<file path="src/rtl/mc_pkg.sv">
package mc_pkg;

    typedef enum logic [1:0] {
        MODE_COMB  = 2'd0,
        MODE_D     = 2'd1,
        MODE_T     = 2'd2,
        MODE_SPARE = 2'd3
    } mc_mode_e;

    typedef enum logic [1:0] {
        CTL_NONE   = 2'd0,
        CTL_GLOBAL = 2'd1,
        CTL_TERM   = 2'd2,
        CTL_SPARE  = 2'd3
    } mc_ctl_e;

    typedef enum logic [1:0] {
        OE_LOW    = 2'd0,
        OE_HIGH   = 2'd1,
        OE_TERM   = 2'd2,
        OE_GLOBAL = 2'd3
    } mc_oe_e;

    typedef enum logic [1:0] {
        ST_BLANK   = 2'd0,
        ST_PRELOAD = 2'd1,
        ST_ACTIVE  = 2'd2
    } mc_state_e;

endpackage

</file>
<file path="src/rtl/mc_term_route.sv">
module mc_term_route
    import mc_pkg::*;
#(
    parameter int NPT = 5,
    parameter int PTW = 3
)(
    input  logic [NPT-1:0] pterm,
    input  logic           gsr,
    input  logic           clk_from_term,
    input  logic [PTW-1:0] clk_idx,
    input  mc_ctl_e        set_src,
    input  logic [PTW-1:0] set_idx,
    input  mc_ctl_e        rst_src,
    input  logic [PTW-1:0] rst_idx,
    input  logic           oe_from_term,
    input  logic [PTW-1:0] oe_idx,
    output logic           sum,
    output logic           pt_clk,
    output logic           set_act,
    output logic           rst_act,
    output logic           pt_oe
);

    logic [NPT-1:0] hit_clk;
    logic [NPT-1:0] hit_set;
    logic [NPT-1:0] hit_rst;
    logic [NPT-1:0] hit_oe;
    logic [NPT-1:0] steal;

    // One decoder slice per term: a term claimed by any control leaves the sum
    for (genvar gi = 0; gi < NPT; gi++) begin : g_term
        assign hit_clk[gi] = clk_from_term && (clk_idx == PTW'(gi));
        assign hit_set[gi] = (set_src == CTL_TERM) && (set_idx == PTW'(gi));
        assign hit_rst[gi] = (rst_src == CTL_TERM) && (rst_idx == PTW'(gi));
        assign hit_oe[gi]  = oe_from_term && (oe_idx == PTW'(gi));
        assign steal[gi]   = hit_clk[gi] | hit_set[gi] | hit_rst[gi] | hit_oe[gi];
    end

    assign sum    = |(pterm & ~steal);
    assign pt_clk = |(pterm & hit_clk);
    assign pt_oe  = |(pterm & hit_oe);

    always_comb begin
        unique case (set_src)
            CTL_NONE:   set_act = 1'b0;
            CTL_GLOBAL: set_act = gsr;
            CTL_TERM:   set_act = |(pterm & hit_set);
            CTL_SPARE:  set_act = 1'b0;
        endcase
        unique case (rst_src)
            CTL_NONE:   rst_act = 1'b0;
            CTL_GLOBAL: rst_act = gsr;
            CTL_TERM:   rst_act = |(pterm & hit_rst);
            CTL_SPARE:  rst_act = 1'b0;
        endcase
    end

endmodule

</file>
<file path="src/rtl/mc_clk_edge.sv">
module mc_clk_edge #(
    parameter int NGCK = 3,
    parameter int CSW  = 2
)(
    input  logic            clk,
    input  logic            rst_n,
    input  logic [NGCK-1:0] gclk,
    input  logic [CSW-1:0]  ck_sel,
    input  logic            ck_inv,
    input  logic            pt_clk,
    output logic            fire
);

    logic src;
    logic prev_q;

    always_comb begin
        src = pt_clk;
        for (int i = 0; i < NGCK; i++) begin
            if (ck_sel == CSW'(i)) src = gclk[i] ^ ck_inv;
        end
    end

    always_ff @(posedge clk or negedge rst_n) begin
        if (!rst_n) prev_q <= 1'b0;
        else        prev_q <= src;
    end

    assign fire = src & ~prev_q;

    // a detected transition needs a low sample first, so two cannot be adjacent
    assert_single_edge_R5: assert property (@(posedge clk) disable iff (!rst_n)
        fire |=> !fire);

endmodule

</file>
<file path="src/rtl/mc_oe_sel.sv">
module mc_oe_sel
    import mc_pkg::*;
#(
    parameter int NGOE = 4,
    parameter int GW   = 2
)(
    input  mc_oe_e          oe_mode,
    input  logic            pt_oe,
    input  logic [NGOE-1:0] goe,
    input  logic [GW-1:0]   goe_idx,
    input  logic            goe_inv,
    input  logic            active,
    output logic            oe
);

    logic gsel;
    logic raw;

    always_comb begin
        gsel = 1'b0;
        for (int i = 0; i < NGOE; i++) begin
            if (goe_idx == GW'(i)) gsel = goe[i];
        end
        unique case (oe_mode)
            OE_LOW:    raw = 1'b0;
            OE_HIGH:   raw = 1'b1;
            OE_TERM:   raw = pt_oe;
            OE_GLOBAL: raw = gsel ^ goe_inv;
        endcase
        oe = active & raw;
    end

endmodule

</file>
<file path="src/rtl/mc_store.sv">
module mc_store
    import mc_pkg::*;
(
    input  logic     clk,
    input  logic     rst_n,
    input  logic     cfg_load,
    input  mc_mode_e mode,
    input  logic     preload,
    input  logic     d,
    input  logic     fire,
    input  logic     set_act,
    input  logic     rst_act,
    output logic     q_vis,
    output logic     active
);

    mc_state_e state_q;
    mc_state_e state_d;
    logic      q_r;
    logic      regd;

    assign regd = (mode == MODE_D) || (mode == MODE_T);

    always_comb begin
        unique case (state_q)
            ST_BLANK:   state_d = cfg_load ? ST_PRELOAD : ST_BLANK;
            ST_PRELOAD: state_d = cfg_load ? ST_PRELOAD : ST_ACTIVE;
            ST_ACTIVE:  state_d = cfg_load ? ST_PRELOAD : ST_ACTIVE;
            default:    state_d = ST_BLANK;
        endcase
    end

    always_ff @(posedge clk or negedge rst_n) begin
        if (!rst_n) state_q <= ST_BLANK;
        else        state_q <= state_d;
    end

    always_ff @(posedge clk or negedge rst_n) begin
        if (!rst_n) begin
            q_r <= 1'b0;
        end else begin
            unique case (state_q)
                ST_PRELOAD: q_r <= preload;
                ST_ACTIVE: begin
                    if (regd) begin
                        if (rst_act)      q_r <= 1'b0;
                        else if (set_act) q_r <= 1'b1;
                        else if (fire)    q_r <= (mode == MODE_T) ? (q_r ^ d) : d;
                    end
                end
                default: q_r <= q_r;
            endcase
        end
    end

    always_comb begin
        active = (state_q == ST_ACTIVE);
        if (rst_act)      q_vis = 1'b0;
        else if (set_act) q_vis = 1'b1;
        else              q_vis = q_r;
    end

    assert_blank_stays_R1: assert property (@(posedge clk) disable iff (!rst_n)
        (state_q == ST_BLANK && !cfg_load) |=> (state_q == ST_BLANK));

    assert_load_enters_preload_R2: assert property (@(posedge clk) disable iff (!rst_n)
        cfg_load |=> (state_q == ST_PRELOAD));

    assert_preload_value_R8: assert property (@(posedge clk) disable iff (!rst_n)
        (state_q == ST_PRELOAD) |=> (q_r == $past(preload)));

    assert_reset_wins_R7: assert property (@(posedge clk) disable iff (!rst_n)
        (state_q == ST_ACTIVE && regd && rst_act) |=> (q_r == 1'b0));

    assert_set_holds_R7: assert property (@(posedge clk) disable iff (!rst_n)
        (state_q == ST_ACTIVE && regd && set_act && !rst_act) |=> (q_r == 1'b1));

    assert_d_capture_R6: assert property (@(posedge clk) disable iff (!rst_n)
        (state_q == ST_ACTIVE && mode == MODE_D && fire && !set_act && !rst_act)
        |=> (q_r == $past(d)));

    assert_no_edge_hold_R5: assert property (@(posedge clk) disable iff (!rst_n)
        (state_q == ST_ACTIVE && !fire && !set_act && !rst_act) |=> $stable(q_r));

endmodule

</file>
<file path="src/rtl/mc_macrocell.sv">
module mc_macrocell
    import mc_pkg::*;
#(
    parameter int NPT  = 5,
    parameter int NGCK = 3,
    parameter int NGOE = 4,
    localparam int PTW = (NPT > 1) ? $clog2(NPT) : 1,
    localparam int CSW = $clog2(NGCK + 1),
    localparam int GW  = (NGOE > 1) ? $clog2(NGOE) : 1
)(
    input  logic            clk,
    input  logic            rst_n,
    input  logic [NPT-1:0]  pterm,
    input  logic [NGCK-1:0] gclk,
    input  logic            gsr,
    input  logic [NGOE-1:0] goe,
    input  logic            cfg_load,
    input  logic [1:0]      cfg_mode,
    input  logic            cfg_xor_inv,
    input  logic            cfg_preload,
    input  logic [CSW-1:0]  cfg_clk_sel,
    input  logic            cfg_clk_inv,
    input  logic [PTW-1:0]  cfg_clk_idx,
    input  logic [1:0]      cfg_set_src,
    input  logic [PTW-1:0]  cfg_set_idx,
    input  logic [1:0]      cfg_rst_src,
    input  logic [PTW-1:0]  cfg_rst_idx,
    input  logic [1:0]      cfg_oe_mode,
    input  logic [PTW-1:0]  cfg_oe_idx,
    input  logic [GW-1:0]   cfg_goe_idx,
    input  logic            cfg_goe_inv,
    output logic            mc_out,
    output logic            mc_oe
);

    mc_mode_e       mode_r;
    logic           xinv_r;
    logic           pre_r;
    logic [CSW-1:0] csel_r;
    logic           cinv_r;
    logic [PTW-1:0] cidx_r;
    mc_ctl_e        ssrc_r;
    logic [PTW-1:0] sidx_r;
    mc_ctl_e        rsrc_r;
    logic [PTW-1:0] ridx_r;
    mc_oe_e         oem_r;
    logic [PTW-1:0] oidx_r;
    logic [GW-1:0]  gidx_r;
    logic           ginv_r;

    always_ff @(posedge clk or negedge rst_n) begin
        if (!rst_n) begin
            mode_r <= MODE_COMB;
            xinv_r <= 1'b0;
            pre_r  <= 1'b0;
            csel_r <= '0;
            cinv_r <= 1'b0;
            cidx_r <= '0;
            ssrc_r <= CTL_NONE;
            sidx_r <= '0;
            rsrc_r <= CTL_NONE;
            ridx_r <= '0;
            oem_r  <= OE_LOW;
            oidx_r <= '0;
            gidx_r <= '0;
            ginv_r <= 1'b0;
        end else if (cfg_load) begin
            mode_r <= mc_mode_e'(cfg_mode);
            xinv_r <= cfg_xor_inv;
            pre_r  <= cfg_preload;
            csel_r <= cfg_clk_sel;
            cinv_r <= cfg_clk_inv;
            cidx_r <= cfg_clk_idx;
            ssrc_r <= mc_ctl_e'(cfg_set_src);
            sidx_r <= cfg_set_idx;
            rsrc_r <= mc_ctl_e'(cfg_rst_src);
            ridx_r <= cfg_rst_idx;
            oem_r  <= mc_oe_e'(cfg_oe_mode);
            oidx_r <= cfg_oe_idx;
            gidx_r <= cfg_goe_idx;
            ginv_r <= cfg_goe_inv;
        end
    end

    logic clk_from_term;
    logic sum, pt_clk, set_act, rst_act, pt_oe;
    logic fire, q_vis, active, d_val, regd;

    assign clk_from_term = (int'(csel_r) >= NGCK);

    mc_term_route #(.NPT(NPT), .PTW(PTW)) u_route (
        .pterm         (pterm),
        .gsr           (gsr),
        .clk_from_term (clk_from_term),
        .clk_idx       (cidx_r),
        .set_src       (ssrc_r),
        .set_idx       (sidx_r),
        .rst_src       (rsrc_r),
        .rst_idx       (ridx_r),
        .oe_from_term  (oem_r == OE_TERM),
        .oe_idx        (oidx_r),
        .sum           (sum),
        .pt_clk        (pt_clk),
        .set_act       (set_act),
        .rst_act       (rst_act),
        .pt_oe         (pt_oe)
    );

    mc_clk_edge #(.NGCK(NGCK), .CSW(CSW)) u_edge (
        .clk    (clk),
        .rst_n  (rst_n),
        .gclk   (gclk),
        .ck_sel (csel_r),
        .ck_inv (cinv_r),
        .pt_clk (pt_clk),
        .fire   (fire)
    );

    assign d_val = sum ^ xinv_r;
    assign regd  = (mode_r == MODE_D) || (mode_r == MODE_T);

    mc_store u_store (
        .clk      (clk),
        .rst_n    (rst_n),
        .cfg_load (cfg_load),
        .mode     (mode_r),
        .preload  (pre_r),
        .d        (d_val),
        .fire     (fire),
        .set_act  (set_act),
        .rst_act  (rst_act),
        .q_vis    (q_vis),
        .active   (active)
    );

    mc_oe_sel #(.NGOE(NGOE), .GW(GW)) u_oe (
        .oe_mode (oem_r),
        .pt_oe   (pt_oe),
        .goe     (goe),
        .goe_idx (gidx_r),
        .goe_inv (ginv_r),
        .active  (active),
        .oe      (mc_oe)
    );

    assign mc_out = active ? (regd ? q_vis : d_val) : 1'b0;

    // the cycle after any load shows nothing on either output
    assert_reload_quiet_R10: assert property (@(posedge clk) disable iff (!rst_n)
        cfg_load |=> (!mc_out && !mc_oe));

endmodule

</file>
<file path="config.mk">
export PLATFORM = sky130hd
export DESIGN_NAME = mc_macrocell
export DESIGN_NICKNAME = d
export VERILOG_FILES = /design/src/rtl/mc_pkg.sv /design/src/rtl/mc_term_route.sv /design/src/rtl/mc_clk_edge.sv /design/src/rtl/mc_oe_sel.sv /design/src/rtl/mc_store.sv /design/src/rtl/mc_macrocell.sv
export SDC_FILE = /design/constraint.sdc
export NUM_CORES = 1
export LEC_CHECK = 0
export BUFFER_PORTS_ARGS = -buffer_cell sky130_fd_sc_hd__buf_4
export CAP_MARGIN = 5
export CORE_AREA = 2 2 83 85
export DETAILED_ROUTE_END_ITERATION = 16
export DIE_AREA = 0 0 85 87
export PLACE_DENSITY = 0.55
export SLEW_MARGIN = 20
export SYNTH_ARGS = -nofsm -noshare
export SYNTH_HDL_FRONTEND = slang
export SYNTH_SLANG_ARGS = --single-unit
</file>
<file path="constraint.sdc">
create_clock -name clk -period 3.2 [get_ports clk]
set_input_delay 0.16 -clock clk [delete_from_list [all_inputs] [get_ports clk]]
set_output_delay 0.16 -clock clk [all_outputs]
set_load 0.02 [all_outputs]
</file>
Word level (Yosys, flattened, before mapping). Index checks and enable logic that the tools add are counted.

Word-level logic and storage cells: 148. Output and inout port bits: 2. Bits in registers: 32. Input bits: 44.

Bitwise logic cells: 30. Equality and inequality tests: 36. Reductions and logical operators: 41. Mux-type cells: 23. $lt $le $gt $ge: 1.

Operator list (number): $and 5x5->5 (5); $reduce_or 5->1 (5); $eq 3x2->1 const B (8); $eq 2x2->1 const B (11); $logic_and 1x1->1 (20); $mux 1 (17); $or 1x1->1 (15); $eq 2x1->1 const B (7); $eq 3x1->1 const B (4); $eq 3x3->1 const B (4); $logic_not 2->1 (6); $logic_not 3->1 (4); $pmux 1 s3 (2); $reduce_or 2->1 (3); $xor 1x1->1 (6); $not 5->5 (1); $ne 4x4->1 const B (1); $pmux 1 s4 (1); $pmux 2 s2 (1); $reduce_and 3->1 (1); $and 1x1->1 (2); $ge 2x2->1 const B (1); $mux 2 (1); $ne 2x1->1 const B (1); other kinds (4) (4).

Longest topological paths before layout. Gate-level depths: netlist of run 1.

Depth after elaboration: 16. Mapped depth: 9. Depth with buffers taken out: 8.

Hierarchy. From an unflattened synthesis of run 1, not the netlist that was laid out.

Cells, all modules: 166. Area total of the unflattened synthesis: 2019.4 um^2.

Modules (own cells, without submodules): mc_macrocell (instances 1, cells an instance 65, area an instance 1188.6 um^2, sequential area each 700.7 um^2); mc_term_route (instances 1, cells an instance 60, area an instance 435.4 um^2, sequential area each 0.0 um^2); mc_store (instances 1, cells an instance 25, area an instance 247.7 um^2, sequential area each 75.1 um^2); mc_clk_edge (instances 1, cells an instance 10, area an instance 87.6 um^2, sequential area each 25.0 um^2); mc_oe_sel (instances 1, cells an instance 6, area an instance 60.1 um^2, sequential area each 0.0 um^2).

Worst setup path after synthesis of run 1. OpenSTA, ideal clock, no wires.

Kind: reg-to-output. Start point: reg ridx_r[0]. End point: out mc_out. Slack: 1144 ps. Path buffers: 0. Cell stages (with the launch flop): 7. Arrival time: 1896 ps. Data required time: 3040 ps. Cell sequence: dfrtp_1 mux4_2 nor2b_1 a31o_2 a21oi_1 o21ai_0 a22oi_1.

Word-level cells in the longest chain between the ends: 10. Elaborated cells between the ends (all ways): 30. Classes of those cells: 4 x eq/ne; 4 x mux; 14 x bitwise; 8 x reduce/logical.

Ends and longest elaborated chain: from (decl) (line mc_macrocell.sv:45) `logic [PTW-1:0] ridx_r;`; from (signal assigned) (line mc_macrocell.sv:77) `ridx_r <= cfg_rst_idx;`; $eq 3x1->1 (tied with other cells) (line mc_term_route.sv:34) `assign hit_rst[gi] = (rst_src == CTL_TERM) && (rst_idx == PTW'(gi));`; $logic_and 1x1->1 (line mc_term_route.sv:34); $or 1x1->1 (2 in a row) (line mc_term_route.sv:36) `assign steal[gi] = hit_clk[gi] | hit_set[gi] | hit_rst[gi] | hit_oe[gi];`; $not 5->5 (line mc_term_route.sv:39) `assign sum = |(pterm & ~steal);`; $and 5x5->5 (line mc_term_route.sv:39); $reduce_or 5->1 (line mc_term_route.sv:39); $xor 1x1->1 (line mc_macrocell.sv:119) `assign d_val = sum ^ xinv_r;`; $mux 1 * (2 in a row) (line mc_macrocell.sv:146) `assign mc_out = active ? (regd ? q_vis : d_val) : 1'b0;`; to (decl) (line mc_macrocell.sv:32) `output logic mc_out,`.

Every way passes the cells marked *; elsewhere a longest branch is shown, timed or not.

Final worst setup path of run 1. Ends and elaborated chain as after synthesis.

==> run_results.csv, run 1 <==
group,metric,value,unit
run_status,status,"complete, no violations",
min_path,min_path_type,"in -> reg",
final_layout,fin_cells,295,
sta,hold_viol_final,0,
die,initial_core_util,28.6,%
setup_path,critPathMaxFanout,6,
clock_tree,clkTransAtPathRegs,0.07,ns
global_route,antenna_found_initial,0,
route,vias_per_cell,4.95,
sta,finalCritPeriodShare,80.4,%
power_and_ir_drop,seq_power_share,42.1,%
sta,slew_viol_final,0,
clock_tree,cts_made_buffers,5,
route,drtIter0Drc,71,
logic_synthesis,ys_types,47,
power_and_ir_drop,p_int,867,uW
route,routed_wl,4.16,mm
global_route,grt_max_degree,33,
die,coreArea,0.00657,mm^2
power_and_ir_drop,peakVddDrop,246,uV
logic_synthesis,syn_nets,214,
final_layout,fin_util,36.8,%
final_layout,final_area,0.00242,mm^2
sta,tightest_slew,0.424,ns
placement,dpl-instance-area,0.00229,mm^2
sta,fin_worst_skew,0.00400,ns
logic_synthesis,yosys_most_used_dff,"dfrtp_1",
route,vias,1461,
sta,clock.fmax,0.389,GHz
route,wl_per_cell,14.1,um
setup_path,startpoint_type,"flop",
logic_synthesis,synth_area_leader_cell,"dfrtp_1",
setup_path,cp-end-kind,"output port",
clock_tree,htree_levels,2,
power_and_ir_drop,p_comb_share,26.2,%
clock_tree,insertion_delay,0.29,ns
logic_synthesis,synth-seq-cells,32,
logic_synthesis,synth_common_cells,"dfrtp_1, mux2_2, nand2_1, o21ai_0",
placement,pre_cts_slack,0.923,ns
logic_synthesis,yosysMostFrequentCell,"dfrtp_1",
setup_path,critPathKind,"reg -> out",
job,maxCapViolCount,0,
logic_synthesis,syn_inst,166,
global_route,grt_pass1_wl,7.19,mm
clock_tree,clockBufferDepth,2,
placement,dp_hpwl,3.09,mm
placement,gp_congestion,0.759,
final_layout,drive_gt1_share,41.9,%
route,post-route-drc-count,0,
clock_tree,cts-resized-gates,0,
power_and_ir_drop,power_density,510,mW/mm^2
die,die_x,85,um
placement,port-buffer-count,45,
power_and_ir_drop,p_leak,0.00102,uW
power_and_ir_drop,p_sw,365,uW
global_route,track_usage,12.4,%
logic_synthesis,ys_seq_area_share,42.7,%
sta,post-route-min-period,2.57,ns
final_layout,nets,262,
clock_tree,cts_sinks,32,
logic_synthesis,avgSynthCellArea,11.3,um^2
sta,slew_headroom,71.4,%
sta,setup_viol,0,
power_and_ir_drop,clock_power_share,31.8,%
logic_synthesis,synth_area_leaders,"dfrtp_1, mux2_2, mux4_2, ha_1, nand3b_1",
placement,place_inst,286,
final_layout,antennaDiodeCount,0,
logic_synthesis,synth_edf_count,0,
sta,worst_slack,0.626,ns
die,die_h,87,um
setup_path,worstPathRequired,3.04,ns
logic_synthesis,synth_top_area_share,42.7,%
sta,finalSetupTns,0,ns
power_and_ir_drop,switching_share,29.6,%
logic_synthesis,synthArstFlopShare,100,%
logic_synthesis,synth_area,0.00188,mm^2
die,io_pins,46,
clock_tree,cts_tree,"done",
global_route,first_global_vias,1517,
route,drt-pass1-iter-count,4,
die,dieArea,0.00740,mm^2
sta,rsz0062_at_grt,"false",
clock_tree,root_buffer,"clkbuf_8",
final_layout,area_growth,28.8,%
route,antenna_left,0,
setup_path,crit_arrival,2.41,ns
logic_synthesis,yosysWarnings,0,
global_route,overflow,0,
die,row_count,30,
per-layer routing:
metal	GRT usage, %	up-vias	routed length (um)	part of all wire, %
met5	0	-	0	0
li1	-	718	-	-
met4	5.63	0	72	1.7
met2	19.0	41	1870	45
met3	3.03	7	258	6.2
met1	16.7	695	1970	47
critical path, stage by stage, from the launching register on:
cell and delay (ns):
dfrtp_1 0.45, mux4_2 0.54, nor2b_1 0.15, a31o_2 0.21, a21oi_1 0.24, o21ai_0 0.14, a22oi_1 0.22, buf_4 0.17
placed cells by master (no fill, tap or decap), types with 4 or more instances in the layout:
master    synthesis  routed
nor2b_1           5       5
buf_4             0      45
inv_1             6       6
nand3_1           4       4
o21ai_0           8       8
clkbuf_8          0       5
nand3b_1          6       6
mux2_2           27      27
dfrtp_1          32      32
ha_1              4       4
nand2_1          10      10
nor2_1            6       6
xnor2_1           4       4
metrics by stage:
step                hold WS [ns]  total power [uW]
finish                    0.0772              1230
global route              0.0831              1320
CTS                       0.0724              1250
detailed placement         0.139               853
global placement           0.134               846
floorplan                 -0.136               735
power by group through the flow:
stage | registers [uW] | logic, uW | clock network [uW]
finish | 518 | 323 | 391
global route | 528 | 365 | 425
floorplan | 509 | 226 | 0
CTS | 518 | 330 | 406
global placement | 524 | 322 | 0
detailed placement | 526 | 326 | 0
cells by family (layout without fill, tap and decap cells):
kind of cell	count (synthesis)	count (layout)	synth area share (%)
simple gates	56	56	18.9
buf+inv	11	60	2.20
mux	32	32	20.9
xor+xnor	5	5	2.33
flops	32	32	42.7
compound gates	26	26	10.3
fa+ha+maj	4	4	2.67
state kept, by name, indices dropped and copies added, names as in the netlist:
signal,count
cidx_r,3
oidx_r,3
ridx_r,3
sidx_r,3
csel_r,2
gidx_r,2
mode_r,2
oem_r,2
rsrc_r,2
ssrc_r,2
u_store.state_q,2
cinv_r,1
ginv_r,1
pre_r,1
u_edge.prev_q,1
u_store.q_r,1
xinv_r,1
area by class of cell:
class	count	area, um^2
clock buffer	5	68.8
clock inverter	3	42.5
fill	655	4150
inverter	6	22.5
multi-input combinational	123	1030
sequential	32	801
tap	80	100
timing repair buffer	46	348
worst paths after layout:
path | cells past startpoint | end | slack [ns] | startpoint
max in group asynchronous | 2 | u_edge.prev_q$_DFF_PN0_ | 2.55 | rst_n
min reg2reg | 1 | mode_r[1]$_DFFE_PN0P_ | 0.51 | mode_r[1]$_DFFE_PN0P_
max | 7 | mc_out | 0.63 | ridx_r[0]$_DFFE_PN0P_
max reg2reg | 8 | u_store.q_r$_DFFE_PN0P_ | 1.09 | cidx_r[0]$_DFFE_PN0P_
min | 3 | mode_r[0]$_DFFE_PN0P_ | 0.08 | cfg_mode[0]
min in group asynchronous | 2 | gidx_r[1]$_DFFE_PN0P_ | 0.34 | rst_n
timing repair:
item / 4_1_cts / 5_1_grt
hold endpoints to repair: 32 / 0
hold buffers: 1 / 0
buffers inserted: 0 / 0
Note: power is estimated with default switching activity, not from simulation.
==> run 2, diff against run 1 <==
ABC_AREA = 1   (was default)
CORE_AREA = 2 2 84 86   (was 2 2 83 85)
DIE_AREA = 0 0 86 88   (was 0 0 85 87)
clock period = 2.45 ns   (was 3.2 ns; I/O delays follow)
==> run_results.csv, run 2 <==
group,metric,value,unit
logic_synthesis,synthArstFlopShare,100,%
global_route,grt_pass1_wl,8.20,mm
clock_tree,clockBufferDepth,2,
final_layout,fillers,707,
clock_tree,cts-resized-gates,0,
logic_synthesis,yosysWarnings,0,
sta,slew_headroom,68.8,%
route,vias,1813,
die,io_pins,46,
clock_tree,cts_sinks,32,
die,coreArea,0.00664,mm^2
logic_synthesis,synth_top_area_share,40.9,%
setup_path,critPathMaxFanout,3,
clock_tree,insertion_delay,0.29,ns
setup_path,crit_arrival,1.90,ns
power_and_ir_drop,p_sw,510,uW
setup_path,max_stage_delay,0.40,ns
power_and_ir_drop,p_comb_share,27.7,%
sta,clock.fmax,0.494,GHz
min_path,holdPathEnd,"oem_r[0]$_DFFE_PN0P_",
power_and_ir_drop,switching_share,31.9,%
die,row_count,30,
job,maxCapViolCount,0,
sta,setup_viol,0,
logic_synthesis,synth-seq-cells,32,
setup_path,slowest_stage,"dfrtp_1",
final_layout,nets,376,
setup_path,crit_chain,"nor2_2 -> inv_1 -> nor2_1 -> nor2_1 -> nand2_2 -> nand3_1 -> o21bai_2 -> nand2_1 -> a21oi_1 -> buf_4",
setup_path,critPathKind,"reg -> out",
die,dieArea,0.00757,mm^2
die,die_h,88,um
min_path,min_path_type,"in -> reg",
setup_path,worstPathRequired,2.33,ns
clock_tree,clkTransAtPathRegs,0.08,ns
global_route,overflow,0,
setup_path,r2r_cells,12,
logic_synthesis,yosys_most_used_dff,"dfrtp_1",
logic_synthesis,syn_inst,281,
route,post-route-drc-count,0,
clock_tree,cts_made_buffers,5,
global_route,first_global_vias,1819,
power_and_ir_drop,p_leak,0.00126,uW
final_layout,mostFrequentLayoutCell,"nand2_1",
setup_path,r2r-end,"u_store.q_r$_DFFE_PN0P_",
clock_tree,htree_levels,2,
logic_synthesis,yosysMostFrequentCell,"nand2_1",
setup_path,rr_startpoint,"ssrc_r[0]$_DFFE_PN0P_",
route,routed_wl,4.63,mm
setup_path,rrSetupSlack,0.78,ns
setup_path,startpoint,"ssrc_r[0]$_DFFE_PN0P_",
min_path,holdPathStages,3,
placement,dp_hpwl,3.55,mm
logic_synthesis,synth_common_cells,"nand2_1, nor2_1, inv_1, o21ai_0, dfrtp_1",
min_path,hp-start,"cfg_oe_mode[0]",
sta,finalCritPeriodShare,82.5,%
global_route,grt_max_degree,56,
sta,fin_worst_skew,0.0111,ns
power_and_ir_drop,p_int,1090,uW
sta,tightest_slew,0.469,ns
setup_path,cp_common_cell,"nor2_1",
final_layout,final_cell_mix,"nand2_1, nor2_1, buf_4, inv_1, o21ai_0",
final_layout,drive_gt1_share,22.2,%
sta,finalHoldWorstSlack,0.0300,ns
route,vias_per_cell,4.43,
route,drtIter0Drc,86,
sta,rsz0062_at_grt,"false",
logic_synthesis,syn_nets,329,
power_and_ir_drop,clock_power_share,31.7,%
final_layout,area_growth,27.3,%
die,die_x,86,um
global_route,track_usage,13.7,%
final_layout,antennaDiodeCount,0,
logic_synthesis,ys_types,26,
die,initial_core_util,29.4,%
sta,slew_viol_final,0,
route,wl_per_cell,11.3,um
clock_tree,cts_tree,"done",
placement,gp_congestion,0.878,
setup_path,cp-end-kind,"output port",
sta,finalSetupTns,0,ns
power_and_ir_drop,peakVddDrop,206,uV
clock_tree,root_buffer,"clkbuf_8",
global_route,antenna_found_initial,0,
run_status,status,"complete, no violations",
clock_tree,postCtsSetupBuffers,0,
power_and_ir_drop,seq_power_share,40.6,%
logic_synthesis,synth_edf_count,0,
clock_tree,hold_buffers,1,
placement,port-buffer-count,45,
logic_synthesis,synth_area_leader_cell,"dfrtp_1",
sta,post-route-min-period,2.02,ns
setup_path,startpoint_type,"flop",
logic_synthesis,avgSynthCellArea,6.96,um^2
logic_synthesis,synth_area_leaders,"dfrtp_1, nand2_1, nor2_1, o21ai_0, inv_1",
sta,hold_viol_final,0,
logic_synthesis,synth_area,0.00196,mm^2
route,antenna_left,0,
route,drt-pass1-iter-count,4,
power_and_ir_drop,power_density,643,mW/mm^2
logic_synthesis,ys_seq_area_share,40.9,%
## run 2: cell type report
type / instances / area (um^2) / area share, %
Clock buffer: 6 / 72.6 / 2.92
Clock inverter: 2 / 35.0 / 1.41
Inverter: 39 / 146 / 5.88
Multi-Input combinational cell: 204 / 986 / 39.6
Sequential cell: 32 / 801 / 32.2
Tap cell: 80 / 100 / 4.02
Timing Repair Buffer: 46 / 348 / 14.0
## run 2: stage by stage
stage               setup slack (ns)  total power, uW  instances  utilization [%]  instance area [um^2]
floorplan                      0.863              951        281                -                  1960
global placement               0.741             1100        400             35.7                  2370
detailed placement             0.752             1110        400             35.7                  2370
CTS                            0.416             1620        409             37.5                  2490
global route                   0.228             1730        409             37.5                  2490
finish                         0.428             1600        409             37.5                  2490
## run 2: logic make-up after synthesis
family | after synthesis | share of synthesized area, %
muxes | 3 | 1.73
adders and majority gates | 4 | 2.56
AOI/OAI and AO/OA | 46 | 13.2
buffers and inverters | 45 | 8.64
xor gates and xnor gates | 1 | 0.448
and+or+nand+nor | 150 | 32.4
DFF | 32 | 40.9
## run 2: critical path: cells and delay by family (launching register included)
family	cells	cell delay [ns]
simple gates	6	0.64
flops	1	0.40
compound gates	2	0.31
buf+inv	2	0.25
## run 2: metal layers
metal	vias to the layer above	GRT usage (%)	wire, um
met5	-	0	0
met4	0	4.76	62
met2	35	21.8	2090
li1	978	-	-
met1	792	18.0	2250
met3	8	3.68	235
## run 2: worst max-delay path by stage
| stage | end | cells after the start | slack, ns |
|---|---|---|---|
| 3_3_place_gp | mc_out | 10 | 0.74 |
| 6_report | mc_out | 10 | 0.43 |
| 2_1_floorplan | mc_out | 9 | 0.86 |
| 5_1_grt | mc_out | 10 | 0.23 |
| 3_5_place_dp | mc_out | 10 | 0.75 |
| 4_1_cts | mc_out | 10 | 0.42 |
## run 2: power groups by stage
stage                     combinational, uW  clock [uW]  sequential [uW]
final                                   444         507              649
after global routing                    524         542              659
after CTS                               451         523              649
after detailed placement                449           0              658
after global placement                  442           0              658
after floorplan                         303           0              648
==> run 3, diff against run 2 <==
ABC_AREA = 0   (was 1)
CORE_AREA = 2 2 83 85   (was 2 2 84 86)
DIE_AREA = 0 0 85 87   (was 0 0 86 88)
PLACE_DENSITY = 0.56   (was 0.55)
clock period = 1.8 ns   (was 2.45 ns; I/O delays follow)
==> run_results.csv, run 3 (synthesis gave the netlist of run 1 again) <==
group,metric,value,unit
clock_tree,root_buffer,"clkbuf_8",
sta,setup_viol,3,
final_layout,seq_area,805,um^2
placement,gp_congestion,0.751,
clock_tree,clockBufferDepth,2,
final_layout,drive_gt1_share,54.7,%
route,drt-pass1-iter-count,4,
final_layout,fillers,634,
global_route,antenna_found_initial,0,
sta,slew_headroom,71.5,%
die,die_x,85,um
placement,port-buffer-count,45,
final_layout,area_growth,44.3,%
global_route,track_usage,12.7,%
clock_tree,cts_sinks,32,
die,dieArea,0.00740,mm^2
sta,post-route-min-period,2.22,ns
clock_tree,clkTransAtPathRegs,0.07,ns
sta,fin_worst_skew,0.00313,ns
setup_path,startpoint_type,"flop",
sta,rsz0062_at_grt,"true",
sta,tightest_slew,0.428,ns
job,maxCapViolCount,0,
sta,clock.fmax,0.450,GHz
route,wl_per_cell,14.2,um
placement,dp_hpwl,3.40,mm
clock_tree,insertion_delay,0.27,ns
die,io_pins,46,
run_status,status,"finished, violations left",
sta,finalHoldWorstSlack,0.0227,ns
final_layout,mostFrequentLayoutCell,"buf_4",
route,post-route-drc-count,0,
route,drtIter0Drc,54,
clock_tree,cts_tree,"done",
final_layout,antennaDiodeCount,0,
sta,slew_viol_final,0,
setup_path,critPathMaxFanout,4,
clock_tree,htree_levels,2,
sta,hold_viol_final,0,
setup_path,startpoint,"ridx_r[2]$_DFFE_PN0P_",
die,initial_core_util,28.6,%
global_route,first_global_vias,1592,
power_and_ir_drop,peakVddDrop,511,uV
final_layout,multi_input_area,0.00111,mm^2
setup_path,worstPathRequired,1.71,ns
route,routed_wl,4.61,mm
sta,worst_slack,-0.424,ns
final_layout,final_cell_mix,"buf_4, dfrtp_1, mux2_2, nand2_1",
route,antenna_left,0,
global_route,overflow,0,
die,die_h,87,um
setup_path,critPathKind,"reg -> out",
placement,place_inst,310,
die,row_count,30,
setup_path,rr_startpoint,"ridx_r[2]$_DFFE_PN0P_",
setup_path,crit_arrival,2.13,ns
final_layout,nets,292,
route,vias_per_cell,4.94,
clock_tree,cts_made_buffers,5,
sta,finalCritPeriodShare,124,%
power_and_ir_drop,p_leak,0.00118,uW
run_status,failed_checks,"setup timing",
min_path,min_path_type,"in -> reg",
final_layout,fin_cells,325,
global_route,grt_max_degree,33,
route,vias,1604,
min_path,hp-start,"cfg_mode[0]",
power_and_ir_drop,power_density,825,mW/mm^2
setup_path,cp-end-kind,"output port",
global_route,grt_pass1_wl,7.45,mm
die,coreArea,0.00657,mm^2
[run 3: cell count changes in the layout (fill, tap and decap cells not counted), moves of 4 or more]
cell	before	now
nand2_1	72	10
nand2_2	5	1
nor2b_1	0	5
buf_4	45	74
nor2_1	45	6
inv_1	35	6
o21ai_0	33	5
nand3_1	18	2
mux2_2	3	27
inv_2	4	0
nand3b_1	0	6
[run 3: through the flow]
stage | setup WS [ns] | setup TNS [ns] | cell area (um^2) | utilization, % | power (uW)
after floorplan | -0.0204 | -0.0204 | 1890 | - | 1320
after global placement | -0.132 | -0.304 | 2490 | 37.9 | 1600
after detailed placement | -0.170 | -0.379 | 2490 | 37.9 | 1620
after CTS | -0.429 | -0.959 | 2660 | 40.5 | 2240
after global routing | -0.552 | -1.30 | 2710 | 41.2 | 2380
final | -0.424 | -0.922 | 2710 | 41.2 | 2230
[run 3: critical path: stages, from the launching register on]
cell,delay [ns]
dfrtp_1,0.39
nor3b_2,0.21
buf_4,0.17
nand3_2,0.08
nand3_2,0.11
nand4b_1,0.16
a211oi_4,0.32
xor2_1,0.20
a22oi_2,0.08
buf_6,0.14
[run 3: power breakdown]
group | internal, uW | total, uW | switching, uW
combinational | 421 | 750 | 330
clock | 312 | 571 | 259
sequential | 823 | 911 | 88.7
[run 3: path summary, 6_finish.rpt]
check                                          endpoint  slack (ns)  cells past startpoint
max in group asynchronous         cidx_r[0]$_DFFE_PN0P_        1.18                      2
worst max-delay path                             mc_out       -0.42                      9
worst min register to register    mode_r[1]$_DFFE_PN0P_        0.52                      1
worst max register to register  u_store.q_r$_DFFE_PN0P_       -0.24                     10
worst min-delay path              mode_r[0]$_DFFE_PN0P_        0.02                      3
min in group asynchronous         mode_r[0]$_DFFE_PN0P_        0.29                      2
[run 3: area by class of cell]
cell class	instances	area share, %
sequential	32	29.7
multi-input combinational	123	41.1
inverter	6	0.832
clock buffer	8	3.33
tap	80	3.70
timing repair buffer	76	21.3
[run 3: repair_timing]
| item | in CTS | in global routing |
|---|---|---|
| setup buffers | 4 | 3 |
| endpoints found under the hold margin | 32 | 0 |
| endpoints found under the setup margin | 3 | 3 |
| hold buffers | 1 | 0 |
| pin swaps | 9 | 8 |
| gates resized for setup | 7 | 8 |
[run 3: layer usage]
metal	global-route usage, %	up-vias	part of all wire, %
li1	-	774	-
met1	16.3	793	44
met2	21.4	33	51
met3	2.65	4	4.2
met4	3.90	0	0.85
met5	0	-	0
